<file path="config.mk">
export PLATFORM = sky130hd
export DESIGN_NAME = pb_regfile_exerciser
export DESIGN_NICKNAME = d
export VERILOG_FILES = /design/src/rtl/pb_exer_pkg.sv /design/src/rtl/pb_debounce.sv /design/src/rtl/pb_hex_seg.sv /design/src/rtl/pb_step_control.sv /design/src/rtl/pb_regfile_datapath.sv /design/src/rtl/pb_regfile_exerciser.sv
export SDC_FILE = /design/constraint.sdc
export NUM_CORES = 1
export LEC_CHECK = 0
export ABC_AREA = 1
export BUFFER_PORTS_ARGS = -buffer_cell sky130_fd_sc_hd__buf_2
export CAP_MARGIN = 5
export CORE_UTILIZATION = 41
export CTS_BUF_LIST = sky130_fd_sc_hd__clkbuf_16
export CTS_CLUSTER_SIZE = 10
export DETAILED_ROUTE_END_ITERATION = 12
export GPL_TIMING_DRIVEN = 0
export PLACE_DENSITY = 0.7
export SLEW_MARGIN = 20
export SYNTH_ARGS = -nofsm -noshare
export SYNTH_HDL_FRONTEND = slang
export SYNTH_SLANG_ARGS = --single-unit
</file>
<file path="constraint.sdc">
create_clock -name clk -period 4.7 [get_ports clk]
set_input_delay 0.94 -clock clk [delete_from_list [all_inputs] [get_ports clk]]
set_output_delay 0.94 -clock clk [all_outputs]
set_load 0.03 [all_outputs]
</file>
<file path="src/rtl/pb_exer_pkg.sv">
package pb_exer_pkg;
  localparam int ADDR_W   = 2;
  localparam int DATA_W   = 4;
  localparam int NUM_REGS = 1 << ADDR_W;
  localparam int SEG_W    = 7;
  localparam int NUM_BTNS = 3;

  typedef struct packed {
    logic wrStep;
    logic rdAStep;
    logic rdBStep;
  } stepStrobes_t;
endpackage

</file>
<file path="src/rtl/pb_debounce.sv">
module pb_debounce #(
  parameter int STABLE_LEN  = 50000,
  parameter int SYNC_STAGES = 2
) (
  input  logic clk,
  input  logic rst,
  input  logic btnRaw,
  output logic pressPulse
);
  localparam int CNT_W = $clog2(STABLE_LEN + 1);

  logic [SYNC_STAGES-1:0] syncChain;
  logic                   syncLevel;
  logic                   cleanLevel;
  logic [CNT_W-1:0]       stableCnt;

  always_ff @(posedge clk) begin
    if (rst) syncChain <= '0;
    else     syncChain <= {syncChain[SYNC_STAGES-2:0], btnRaw};
  end
  assign syncLevel = syncChain[SYNC_STAGES-1];

  always_ff @(posedge clk) begin
    if (rst) begin
      cleanLevel <= 1'b0;
      stableCnt  <= '0;
      pressPulse <= 1'b0;
    end else begin
      pressPulse <= 1'b0;
      if (syncLevel == cleanLevel) begin
        stableCnt <= '0;
      end else if (stableCnt == CNT_W'(STABLE_LEN - 1)) begin
        cleanLevel <= syncLevel;
        stableCnt  <= '0;
        pressPulse <= syncLevel;
      end else begin
        stableCnt <= stableCnt + 1'b1;
      end
    end
  end

  // a step strobe never lasts more than one cycle
  assert_single_pulse_R3: assert property (@(posedge clk) disable iff (rst)
    pressPulse |=> !pressPulse);
  // a step follows only a synchronized pressed level
  assert_pulse_from_level_R2: assert property (@(posedge clk) disable iff (rst)
    pressPulse |-> $past(syncLevel));
  // the filter counter stays below its limit
  assert_cnt_bound_R2: assert property (@(posedge clk) disable iff (rst)
    stableCnt < CNT_W'(STABLE_LEN));
endmodule

</file>
<file path="src/rtl/pb_hex_seg.sv">
module pb_hex_seg (
  input  logic [3:0] nibble,
  output logic [6:0] segN
);
  always_comb begin
    unique case (nibble)
      4'h0: segN = 7'b0000001;
      4'h1: segN = 7'b1001111;
      4'h2: segN = 7'b0010010;
      4'h3: segN = 7'b0000110;
      4'h4: segN = 7'b1001100;
      4'h5: segN = 7'b0100100;
      4'h6: segN = 7'b0100000;
      4'h7: segN = 7'b0001111;
      4'h8: segN = 7'b0000000;
      4'h9: segN = 7'b0000100;
      4'hA: segN = 7'b0001000;
      4'hB: segN = 7'b1100000;
      4'hC: segN = 7'b0110001;
      4'hD: segN = 7'b1000010;
      4'hE: segN = 7'b0110000;
      default: segN = 7'b0111000;
    endcase
  end
endmodule

</file>
<file path="src/rtl/pb_step_control.sv">
module pb_step_control
  import pb_exer_pkg::*;
#(
  parameter int STABLE_LEN  = 50000,
  parameter int SYNC_STAGES = 2
) (
  input  logic         clk,
  input  logic         rst,
  input  logic         btnWrite,
  input  logic         btnReadA,
  input  logic         btnReadB,
  output stepStrobes_t strobes
);
  logic [NUM_BTNS-1:0] rawVec;
  logic [NUM_BTNS-1:0] pulseVec;

  assign rawVec = {btnReadB, btnReadA, btnWrite};

  for (genvar g = 0; g < NUM_BTNS; g++) begin : g_deb
    pb_debounce #(
      .STABLE_LEN (STABLE_LEN),
      .SYNC_STAGES(SYNC_STAGES)
    ) u_deb (
      .clk       (clk),
      .rst       (rst),
      .btnRaw    (rawVec[g]),
      .pressPulse(pulseVec[g])
    );
  end

  assign strobes.wrStep  = pulseVec[0];
  assign strobes.rdAStep = pulseVec[1];
  assign strobes.rdBStep = pulseVec[2];
endmodule

</file>
<file path="src/rtl/pb_regfile_datapath.sv">
module pb_regfile_datapath
  import pb_exer_pkg::*;
(
  input  logic              clk,
  input  logic              rst,
  input  stepStrobes_t      strobes,
  input  logic              dispSel,
  output logic [ADDR_W-1:0] wrAddr,
  output logic [ADDR_W-1:0] rdAddrA,
  output logic [ADDR_W-1:0] rdAddrB,
  output logic [DATA_W-1:0] portA,
  output logic [DATA_W-1:0] portB,
  output logic [SEG_W-1:0]  segA,
  output logic [SEG_W-1:0]  segB,
  output logic [SEG_W-1:0]  segDisp
);
  logic [ADDR_W-1:0] wrCnt;
  logic [ADDR_W-1:0] rdCntA;
  logic [ADDR_W-1:0] rdCntB;
  logic [DATA_W-1:0] wrData;
  logic [DATA_W-1:0] regs [NUM_REGS];
  logic [DATA_W-1:0] portVal [2];
  logic [SEG_W-1:0]  segVal [2];

  // write value picked from the write count: entry k receives k+1
  always_comb wrData = DATA_W'(wrCnt) + DATA_W'(1);

  always_ff @(posedge clk) begin
    if (rst) begin
      wrCnt  <= '0;
      rdCntA <= '0;
      rdCntB <= '0;
    end else begin
      if (strobes.wrStep)  wrCnt  <= wrCnt + 1'b1;
      if (strobes.rdAStep) rdCntA <= rdCntA + 1'b1;
      if (strobes.rdBStep) rdCntB <= rdCntB + 1'b1;
    end
  end

  for (genvar g = 0; g < NUM_REGS; g++) begin : g_reg
    always_ff @(posedge clk) begin
      if (rst)                                            regs[g] <= '0;
      else if (strobes.wrStep && wrCnt == ADDR_W'(g))     regs[g] <= wrData;
    end

    // the addressed entry holds count+1 on the next cycle
    assert_write_lands_R4: assert property (@(posedge clk) disable iff (rst)
      (strobes.wrStep && wrCnt == ADDR_W'(g)) |=> (regs[g] == DATA_W'(g + 1)));
    // other entries keep their value
    assert_write_hold_R4: assert property (@(posedge clk) disable iff (rst)
      !(strobes.wrStep && wrCnt == ADDR_W'(g)) |=> $stable(regs[g]));
  end

  assign portVal[0] = regs[rdCntA];
  assign portVal[1] = regs[rdCntB];

  for (genvar p = 0; p < 2; p++) begin : g_seg
    pb_hex_seg u_seg (
      .nibble(portVal[p]),
      .segN  (segVal[p])
    );
  end

  assign wrAddr  = wrCnt;
  assign rdAddrA = rdCntA;
  assign rdAddrB = rdCntB;
  assign portA   = portVal[0];
  assign portB   = portVal[1];
  assign segA    = segVal[0];
  assign segB    = segVal[1];
  assign segDisp = dispSel ? segVal[1] : segVal[0];

  // the write count advances by one per step, wrapping modulo 4
  assert_wr_step_R4: assert property (@(posedge clk) disable iff (rst)
    strobes.wrStep |=> wrCnt == $past(wrCnt) + 1'b1);
  assert_wr_hold_R4: assert property (@(posedge clk) disable iff (rst)
    !strobes.wrStep |=> $stable(wrCnt));
  // each read counter moves only on its own strobe
  assert_rda_step_R5: assert property (@(posedge clk) disable iff (rst)
    strobes.rdAStep |=> rdCntA == $past(rdCntA) + 1'b1);
  assert_rda_hold_R5: assert property (@(posedge clk) disable iff (rst)
    !strobes.rdAStep |=> $stable(rdCntA));
  assert_rdb_step_R5: assert property (@(posedge clk) disable iff (rst)
    strobes.rdBStep |=> rdCntB == $past(rdCntB) + 1'b1);
  assert_rdb_hold_R5: assert property (@(posedge clk) disable iff (rst)
    !strobes.rdBStep |=> $stable(rdCntB));
  // reset leaves every counter at zero
  assert_reset_clear_R1: assert property (@(posedge clk)
    $past(rst) |-> (wrCnt == '0 && rdCntA == '0 && rdCntB == '0));
endmodule

</file>
<file path="src/rtl/pb_regfile_exerciser.sv">
module pb_regfile_exerciser
  import pb_exer_pkg::*;
#(
  parameter int STABLE_LEN  = 50000,
  parameter int SYNC_STAGES = 2
) (
  input  logic       clk,
  input  logic       rst,
  input  logic       btnWrite,
  input  logic       btnReadA,
  input  logic       btnReadB,
  input  logic       dispSel,
  output logic [1:0] wrAddr,
  output logic [1:0] rdAddrA,
  output logic [1:0] rdAddrB,
  output logic [3:0] portA,
  output logic [3:0] portB,
  output logic [6:0] segA,
  output logic [6:0] segB,
  output logic [6:0] segDisp
);
  stepStrobes_t strobes;

  pb_step_control #(
    .STABLE_LEN (STABLE_LEN),
    .SYNC_STAGES(SYNC_STAGES)
  ) u_ctrl (
    .clk     (clk),
    .rst     (rst),
    .btnWrite(btnWrite),
    .btnReadA(btnReadA),
    .btnReadB(btnReadB),
    .strobes (strobes)
  );

  pb_regfile_datapath u_dp (
    .clk    (clk),
    .rst    (rst),
    .strobes(strobes),
    .dispSel(dispSel),
    .wrAddr (wrAddr),
    .rdAddrA(rdAddrA),
    .rdAddrB(rdAddrB),
    .portA  (portA),
    .portB  (portB),
    .segA   (segA),
    .segB   (segB),
    .segDisp(segDisp)
  );
endmodule

</file>
==> reports/metrics.cfg <==
[run_status]
status=completed

[hold_path]
hold_depth=2
hold_end=u_ctrl.g_deb[0].u_deb.syncChain[1]
min-delay-start=u_ctrl.g_deb[0].u_deb.syncChain[0]
min_path_type=flop to flop

[logic_synthesis]
ys_warn_count=0
synthTopCellsByCount=nand2_1, nor2_1, inv_1
synth_seq_cells=82
synth_largest_area_cell=dfxtp_1
yosysSeqAreaShare=0.4042
synth.most_common_cell=nand2_1
synth_compound_gate_area_share=0.06230
synth-edff-count=12
synth_top_area_frac=0.3216
ys_async_sr_fraction=0
synth-adder-area-share=0.05168
synth_top_family_by_area=simple AND/OR/NAND/NOR gates
netlist_instances=629
synth_cell_types=32
synth-main-ff-cell=dfxtp_1
synth_simple_gate_area_frac=0.3623
synth_area_um2=4358
avgSynthCellArea_um2=6.928
muxShareOfSynthArea=0
synth_xor_area_frac=0.03015
synth_area_leaders=dfxtp_1, nand2_1, nor2_1

[worst_setup_path]
crit_required_ps=3760
cp_max_fo=7
crit_path_start_kind=flop
slowest_delay_ps=370
reg2reg_from=u_ctrl.g_deb[2].u_deb.stableCnt[0]
path_class=flop to output pin
cp_slowest_cell=dfxtp_1
reg2reg_depth=7
endpoint_kind=output pin
crit_path_frequent_cell=nand2_1
arrival_ps=2020
r2r_setup_slack_ps=3120
r2r_end=u_ctrl.g_deb[2].u_deb.stableCnt[9]
path_cells=inv_2 > nand2_1 > nand3_1 > nand2_1 > ha_1 > inv_1 > nor2_1 > nand2_1 > o21ai_0 > buf_2
cp_top_family=simple AND/OR/NAND/NOR gates
crit_buf_inv=3

[die]
pin_count=41
fp.dieW_um=105.1
initial_core_util=0.4221
dieArea_um2=11050
core_um2=10320
die_h_um=105.1
num_rows=37

[drt]
drt_iter0_drc=157
route.detailed.drc=0
num_vias=3880
ant_nets=0
first_pass_iters=5
wl_per_cell_um=10.46
viasPerCell=4.737
routed_wl_mm=8.569

[power]
power_frac_comb=0.059
clockPowerShare=0.476
netSwitchingFraction=0.2211
p_leak_nw=2.038
seq_power_share=0.465
p_int_mw=1.209
ir_drop_v=0.0002431
p_sw_mw=0.3432
total_power_mw=1.552
cellPowerDensity_nw_per_um2=308.3

[timing]
fin_crit_sh=0.6305
slew_violations=0
setup_viol=0
holdWs_ps=403.7
skew_ps=7.440
hold_viol_final=0
setup_tns_ps=0
rsz0062_at_grt=no
fmax_mhz=337.5
min_period_ps=2963

[finish]
area_growth_pct=15.53
final_cells=819
diodes=0
layout-drive-gt1-share=0.1201
nets=702

[clocking]
clockBufferDepth=2
cts-resized-gates=0
clock_latency_ps=330
clk_pin_slew_ps=60
htreeDepth=3
ctsHoldBuffers=0
cts_tree=built
cts.root.buffer_cell=clkbuf_16
cts.sinks=82
cts_buffers=9
cts_setup_buffers=0

[placement]
dp_cells=803
hpwl_mm=6.399
portBuffers=37
gp_congestion=0.8759

[grt]
globalRouteMet1Util=0.1902
grt.overflow.total=0
grt_use_total=0.1652
top_usage_layer=met2
antenna_found_initial=0
grt_pass1_wl_mm=14.92
global_route.usage.met3=0.03369
met2_usage=0.2938
grt_pass1_vias=3561
grt_max_degree=15

[job]
drv_cap=0

## registers in the layout, indices dropped and copies added, names as in the netlist, named ones only
register and count:
u_ctrl.g_deb.u_deb.stableCnt 48, u_dp.regs 12, u_ctrl.g_deb.u_deb.syncChain 6, u_ctrl.g_deb.u_deb.cleanLevel 3, u_ctrl.g_deb.u_deb.pressPulse 3, u_dp.rdAddrA 2
u_dp.rdAddrB 2, u_dp.wrAddr 2
## worst reg2reg max path, stage by stage, from the launching register on
cell     delay (ps)
dfxtp_1         360
ha_1            200
nand3_1         210
nor2_1          210
nand2_1         100
nand2_2         180
buf_6           170
a21oi_1          50
## kinds of logic (layout without fill, tap and decap cells)
group | Yosys count | in the layout
other | 1 | 2
XOR/XNOR | 15 | 15
AND/OR/NAND/NOR | 368 | 368
flip-flops | 82 | 82
adder cells (fa/ha/maj) | 18 | 18
buffers and inverters | 92 | 145
AO/OA/AOI/OAI | 53 | 53
## layer usage
metal,wire (µm),share of wire,vias up
li1,-,-,2071
met1,4049,0.47,1721
met2,4139,0.48,78
met3,265,0.031,10
met4,116,0.014,0
met5,0,0,-
## power groups by stage
stage                     clock [mW]  combinational (mW)  sequential, mW
after floorplan                    0              0.0689           0.737
after global placement             0              0.0897           0.738
after detailed placement           0              0.0915           0.738
after CTS                      0.754              0.0916           0.722
after global routing           0.788               0.100           0.723
final                          0.739              0.0909           0.722
## worst max path at each step
stage | from | to | slack [ps] | cells after the start
after floorplan | dispSel | segDisp[5] | 1840 | 3
after global placement | flop | segDisp[1] | 2130 | 11
after detailed placement | flop | segDisp[1] | 2060 | 11
after CTS | flop | segDisp[1] | 1710 | 11
after global routing | flop | segDisp[1] | 1520 | 11
final | flop | segDisp[5] | 1740 | 10
## cell usage in the layout, fill, tap and decap left out, types with 2 or more instances in the layout
master	netlist	routed
o21ai_0	19	19
buf_4	2	2
nand3_1	49	49
a21oi_1	32	32
or2_0	2	2
buf_6	4	4
nand3_2	5	5
xor2_1	11	11
nor2_4	2	2
nand4_1	12	12
ha_1	18	18
and2_1	2	2
edfxtp_1	12	12
or2_2	3	3
nor3_1	4	4
clkbuf_16	0	9
inv_2	4	5
dfxtp_1	70	70
buf_2	1	38
nand2_1	165	165
nand2_4	2	2
nor2_1	115	115
xnor2_1	4	4
inv_1	79	79
nand2_2	4	4
bufinv_16	0	2
conb_1	1	2
## metrics by stage
stage          setup WS (ps)    util  area [µm²]
6_report                1737  0.4877        5035
2_1_floorplan           1841       -        4362
3_3_place_gp            2130  0.4569        4717
3_5_place_dp            2064  0.4569        4717
5_1_grt                 1524  0.4877        5035
4_1_cts                 1707  0.4877        5035
## layout make-up
class	count	area, µm²
fillers	988	5289
multi-input cells	456	2215
flip-flops and latches	82	1762
inverters	83	311.5
clock buffers	9	225.2
repair buffers	37	185.2
well taps	136	170.2
clock inverters	7	92.59
plain buffers	9	73.82
(Power assumes the default switching activity.)
